[src/rtl/big_pkg.sv]
package big_pkg;
  // register map width and fixed offsets decoded by the register unit
  localparam int ADDR_W = 4;
  localparam logic [ADDR_W-1:0] A_CTRL = 4'd0;
  localparam logic [ADDR_W-1:0] A_INIT = 4'd1;
  localparam logic [ADDR_W-1:0] A_CFG0 = 4'd2;
  // configuration register bank: first NARROW_CFG entries are NARROW_W wide
  localparam int NUM_CFG    = 8;
  localparam int NARROW_CFG = 4;
  localparam int NARROW_W   = 16;
endpackage

[src/rtl/big_regs.sv]
module big_regs
  import big_pkg::*;
#(
  parameter int DATA_W = 32
) (
  input  logic              clk,
  input  logic              rst,
  input  logic              host_strap,
  input  logic              wr,
  input  logic [ADDR_W-1:0] addr,
  input  logic [DATA_W-1:0] wdata,
  output logic              host_q,
  output logic              en_q,
  output logic              init_q,
  output logic [DATA_W-1:0] rdata
);
  localparam int CIDX_W = $clog2(NUM_CFG);

  logic [DATA_W-1:0] cfg_arr [NUM_CFG];
  logic [ADDR_W-1:0] cfg_off;
  logic              cfg_hit;
  logic [DATA_W-1:0] rd_mux;

  // mode strap is captured only while reset is held
  always_ff @(posedge clk) begin
    if (rst) host_q <= host_strap;
  end

  // enable bit: its register is reachable in every state
  always_ff @(posedge clk) begin
    if (rst)                         en_q <= 1'b0;
    else if (wr && addr == A_CTRL)   en_q <= wdata[0];
  end

  // init-done bit: write only takes effect once enabled
  always_ff @(posedge clk) begin
    if (rst)                                 init_q <= 1'b0;
    else if (wr && en_q && addr == A_INIT)   init_q <= wdata[0];
  end

  for (genvar g = 0; g < NUM_CFG; g++) begin : g_cfg
    localparam int FW = (g < NARROW_CFG) ? NARROW_W : DATA_W;
    localparam logic [DATA_W-1:0] FMASK = {DATA_W{1'b1}} >> (DATA_W - FW);
    localparam logic [ADDR_W-1:0] FADDR = ADDR_W'(int'(A_CFG0) + g);
    logic [DATA_W-1:0] val_q;
    always_ff @(posedge clk) begin
      if (rst)                               val_q <= '0;
      else if (wr && en_q && addr == FADDR)  val_q <= wdata & FMASK;
    end
    assign cfg_arr[g] = val_q;
  end

  assign cfg_off = addr - A_CFG0;
  assign cfg_hit = (int'(addr) >= int'(A_CFG0)) &&
                   (int'(addr) < int'(A_CFG0) + NUM_CFG);

  always_comb begin
    rd_mux = '0;
    if (addr == A_CTRL) begin
      rd_mux[0] = en_q;
      rd_mux[1] = host_q;
    end else if (!en_q) begin
      rd_mux = '0;
    end else if (addr == A_INIT) begin
      rd_mux[0] = init_q;
    end else if (cfg_hit) begin
      rd_mux = cfg_arr[cfg_off[CIDX_W-1:0]];
    end
  end

  always_ff @(posedge clk) begin
    if (rst) rdata <= '0;
    else     rdata <= rd_mux;
  end
endmodule

[src/rtl/big_gate.sv]
module big_gate (
  input  logic clk,
  input  logic rst,
  input  logic en,
  input  logic init,
  input  logic ob_req,
  input  logic ib_req,
  output logic ob_launch,
  output logic ob_err,
  output logic ib_ack,
  output logic ib_retry
);
  logic ob_open;
  assign ob_open = en && init;

  always_ff @(posedge clk) begin
    if (rst) begin
      ob_launch <= 1'b0;
      ob_err    <= 1'b0;
      ib_ack    <= 1'b0;
      ib_retry  <= 1'b0;
    end else begin
      ob_launch <= ob_req && ob_open;
      ob_err    <= ob_req && !ob_open;
      ib_ack    <= ib_req && init;
      ib_retry  <= ib_req && !init;
    end
  end
endmodule

[src/rtl/big_rr_arb.sv]
module big_rr_arb #(
  parameter int N = 5
) (
  input  logic         clk,
  input  logic         rst,
  input  logic         active,
  input  logic         lock,
  input  logic [N-1:0] req,
  output logic [N-1:0] gnt
);
  localparam int PW = (N > 1) ? $clog2(N) : 1;

  logic [PW-1:0] ptr_q;
  logic [PW-1:0] pick;
  logic [N-1:0]  pick_vec;
  logic          found;
  int            idx;

  // rotating-priority search starting just after the last winner
  always_comb begin
    found    = 1'b0;
    pick     = ptr_q;
    pick_vec = '0;
    idx      = 0;
    for (int off = 1; off <= N; off++) begin
      idx = int'(ptr_q) + off;
      if (idx >= N) idx = idx - N;
      if (!found && req[idx]) begin
        found         = 1'b1;
        pick          = PW'(idx);
        pick_vec[idx] = 1'b1;
      end
    end
  end

  always_ff @(posedge clk) begin
    if (rst) begin
      gnt   <= '0;
      ptr_q <= PW'(N - 1);
    end else if (!active) begin
      gnt <= '0;
    end else if (lock) begin
      gnt        <= '0;
      gnt[N-1]   <= 1'b1;
    end else begin
      gnt <= pick_vec;
      if (found) ptr_q <= pick;
    end
  end
endmodule

[src/rtl/bridge_init_gate.sv]
module bridge_init_gate
  import big_pkg::*;
#(
  parameter int DATA_W  = 32,
  parameter int NUM_EXT = 4
) (
  input  logic               clk,
  input  logic               rst,
  input  logic               host_strap,
  input  logic [ADDR_W-1:0]  reg_addr,
  input  logic               reg_wr,
  input  logic [DATA_W-1:0]  reg_wdata,
  output logic [DATA_W-1:0]  reg_rdata,
  input  logic               ob_req,
  output logic               ob_launch,
  output logic               ob_err,
  input  logic               ib_req,
  output logic               ib_ack,
  output logic               ib_retry,
  input  logic [NUM_EXT-1:0] ext_req,
  output logic [NUM_EXT-1:0] ext_gnt,
  output logic               self_gnt
);
  localparam int NREQ = NUM_EXT + 1;

  logic            host_q;
  logic            en_q;
  logic            init_q;
  logic [NREQ-1:0] arb_req;
  logic [NREQ-1:0] arb_gnt;

  big_regs #(.DATA_W(DATA_W)) regs_i (
    .clk        (clk),
    .rst        (rst),
    .host_strap (host_strap),
    .wr         (reg_wr),
    .addr       (reg_addr),
    .wdata      (reg_wdata),
    .host_q     (host_q),
    .en_q       (en_q),
    .init_q     (init_q),
    .rdata      (reg_rdata)
  );

  big_gate gate_i (
    .clk       (clk),
    .rst       (rst),
    .en        (en_q),
    .init      (init_q),
    .ob_req    (ob_req),
    .ib_req    (ib_req),
    .ob_launch (ob_launch),
    .ob_err    (ob_err),
    .ib_ack    (ib_ack),
    .ib_retry  (ib_retry)
  );

  // bridge is the highest-index requester
  assign arb_req = {ob_req, ext_req};

  big_rr_arb #(.N(NREQ)) arb_i (
    .clk    (clk),
    .rst    (rst),
    .active (host_q),
    .lock   (!init_q),
    .req    (arb_req),
    .gnt    (arb_gnt)
  );

  assign ext_gnt  = arb_gnt[NUM_EXT-1:0];
  assign self_gnt = arb_gnt[NUM_EXT];
endmodule

[config.mk]
export PLATFORM = sky130hd
export DESIGN_NAME = bridge_init_gate
export DESIGN_NICKNAME = d
export VERILOG_FILES = /design/src/rtl/big_pkg.sv /design/src/rtl/big_regs.sv /design/src/rtl/big_gate.sv /design/src/rtl/big_rr_arb.sv /design/src/rtl/bridge_init_gate.sv
export SDC_FILE = /design/constraint.sdc
export NUM_CORES = 1
export LEC_CHECK = 0
export BUFFER_PORTS_ARGS = -buffer_cell sky130_fd_sc_hd__buf_2
export CAP_MARGIN = 0
export CORE_AREA = 4 4 122 183
export DETAILED_ROUTE_END_ITERATION = 10
export DIE_AREA = 0 0 126 187
export PLACE_DENSITY = 0.75
export REMOVE_ABC_BUFFERS = 1
export SLEW_MARGIN = 20
export SYNTH_ARGS = -nofsm -noshare
export SYNTH_HDL_FRONTEND = slang
export SYNTH_SLANG_ARGS = --single-unit
[constraint.sdc]
create_clock -name clk -period 3.45 [get_ports clk]
set_input_delay 0.8625 -clock clk [delete_from_list [all_inputs] [get_ports clk]]
set_output_delay 0.8625 -clock clk [all_outputs]
set_load 0.02 [all_outputs]
==> flow_summary.yaml <==
outcome:
  status: "complete, no violations"
layout:
  fin_nets: 1374
  num_antenna_cells: 0
  utilization_pct: 60.44
  area_growth_pct: 13.91
  drive_gt1_share_pct: 18.09
  final_cell_count_no_fill: 1589
floorplan:
  die_w_um: 126
  die_area_mm2: 0.02356
  ioPinCount: 87
  dieHeight_um: 187
  std_cell_rows: 65
  initial_utilization_pct: 53.06
  core_mm2: 0.02082
logic_synthesis:
  synth-seq-cells: 239
  syn_avg_cell_area_um2: 8.768
  yosysSeqAreaShare_pct: 43.40
  ys_top_cells_by_area: "dfxtp_1 (43%), nand2_1 (11%), mux4_2 (10%)"
  syn_area_mm2: 0.01105
  ys_warn_count: 0
  synth_top_area_share_pct: 43.13
  syn_inst: 1260
  synth_edf_count: 1
  async_flop_share_pct: 0
  synth_cell_types: 67
  synth_area_leader_cell: "dfxtp_1"
  synth_ff_type: "dfxtp_1"
clock_tree:
  clockBufferDepth: 3
  htreeDepth: 1
  ctsHoldBuffers: 0
  clk_latency_ns: 0.52
  root_buffer: "clkbuf_16"
  cts_sinks: 239
  cts_buffers: 23
  cts.clk_slew.worst_paths_ns: 0.07
  cts_tree: "yes"
worst_setup_path:
  cp_cell_sequence: "buf_4 > ha_1 > fa_1 > a21bo_2 > mux2i_1 > mux2_1 > o211ai_4 > nand3_4 > nor3_4 > and4_1 > a32oi_1 > a31oi_1"
  path_buf_inv: 1
  cp-start-kind: "flop"
  r2r.worst_path.cells: 12
  path_class: "reg2reg"
  cpPeakStageDelay_ns: 0.42
  critical_path_depth: 12
  slowest_stage: "fa_1"
  crit_family: "compound AO/OA/AOI/OAI gates"
  critPathMaxFanout: 11
  arrival_ns: 3.78
  required_ns: 3.89
  endpoint_kind: "flop"
routing:
  via_per_inst: 5.865
  wl_per_cell_um: 18.51
  wl_mm: 29.41
  vias: 9320
  initialDrtViolationCount: 696
  drc: 0
  antenna_left: 0
  firstDrtPassIters: 5
sta:
  slew_headroom_pct: 40.49
  final.setup_skew_ns: 0.006659
  fin_crit_ns: 3.338
  post-route-period-util_pct: 96.76
  whs_ns: 0.4506
  setup_tns_ns: 0
  hold_viol: 0
  worst_slew_pin_slew_ns: 0.8927
  setup_viol: 0
  clock.fmax_ghz: 0.2996
  slew_violations: 0
power_and_ir_drop:
  vdd_drop_max_v: 0.0004027
  leakagePower_nw: 4.747
  p_total_mw: 5.621
  power-per-cell-area_mw_per_mm2: 446.7
place:
  gp_congestion: 0.9334
  dp_hpwl_mm: 18.44
  placedCellCount: 1545
  portBuffers: 86
min_path:
  min-delay-path-class: "reg2reg"
  hold_depth: 2
grt:
  grt_antenna_before_repair: 2
  grt_start_max_net_pins: 151
  overflow: 0
  track_usage_pct: 24.16
  grt_pass1_vias: 9292
  grt_pass1_wl_mm: 47.13
job:
  cap_violations: 0
power breakdown:
part	internal (mW)	leakage (nW)	switching, mW
combinational	0.0843	2.43	0.170
sequential	2.76	1.93	0.00282
clock	1.52	0.387	1.08
registers in the layout, indices dropped and copies added, names as in the netlist:
name and flops:
gate_i.ib_retry 1, regs_i.init_q 1, regs_i.host_q 1, regs_i.rdata 32, gate_i.ob_launch 1, arb_i.ptr_q 3, regs_i.g_cfg.val_q 192, gate_i.ob_err 1
gate_i.ib_ack 1, regs_i.en_q 1, arb_i.gnt 5
cell families (layout without fill, tap and decap cells):
group	after synthesis	in the layout	synth area share, %
mux	129	129	17.28
compound gates	240	240	12.81
fa+ha+maj	23	23	2.673
buf+inv	126	187	4.439
simple gates	500	500	19.16
flops	239	239	43.40
xor+xnor	3	3	0.2379
worst paths after layout:
path,slack (ns),endpoint,startpoint
setup / recovery,0.11,arb_i.gnt[0],arb_i.ptr_q[1]
hold / removal,0.45,regs_i.g_cfg[5].val_q[30],regs_i.g_cfg[5].val_q[30]
setup reg to reg,0.11,arb_i.gnt[0],arb_i.ptr_q[1]
hold reg to reg,0.45,regs_i.g_cfg[5].val_q[30],regs_i.g_cfg[5].val_q[30]
synth_stat cells (10+ instances only):
library cell / n
o21ai_0: 12
ha_1: 22
mux2i_1: 76
nor2_1: 91
inv_1: 15
clkbuf_1: 87
mux4_2: 49
nand2_1: 317
nand2b_1: 10
nand3_1: 18
buf_1: 11
dfxtp_1: 238
a21oi_1: 157
and3_1: 23
cell type report:
cell class / count / area (µm²)
clock buffer: 34 / 676.9
clock inverter: 7 / 103.9
fill: 1813 / 8235
inverter: 19 / 73.82
multi-input combinational: 895 / 5814
sequential: 239 / 4796
tap: 268 / 335.3
timing repair buffer: 127 / 784.5
per-layer routing:
layer	part of all wire [%]	up-vias	wire (µm)	track usage, %
met1	38	4480	11230	27.43
met5	0.078	-	23	0
met2	51	325	15120	43.79
li1	-	4420	-	-
met3	5.7	91	1689	3.571
met4	4.6	4	1343	11.77
cells in the final DEF, fill, tap and decap left out, types with 12 or more instances in the layout:
cell       Yosys  layout
clkbuf_16      0      23
buf_2          8      84
buf_4          0      39
mux2i_1       76      76
inv_1         15      15
nor2_1        91      89
nand2_1      317     317
o21ai_0       12      12
dfxtp_1      238     237
and3_1        23      21
mux4_2        49      49
ha_1          22      22
a21oi_1      157     157
nand3_1       18      18
per-stage QoR:
stage / worst slack (ns) / cell area, µm²
2_1_floorplan: -0.6140 / 10630
3_3_place_gp: 0.1559 / 11750
3_5_place_dp: 0.09707 / 11750
4_1_cts: 0.07727 / 12530
5_1_grt: -0.03848 / 12580
6_report: 0.1118 / 12580
tightest hold or removal path, stage by stage (launching register included):
cell,delay [ns]
dfxtp_1,0.31
nand2_1,0.05
a21oi_1,0.05
repair_timing:
item / 4_1_cts / 5_1_grt
setup endpoints to repair: 0 / 6
setup buffers: 0 / 3
resized for setup: 0 / 8
(Power assumes the default switching activity.)
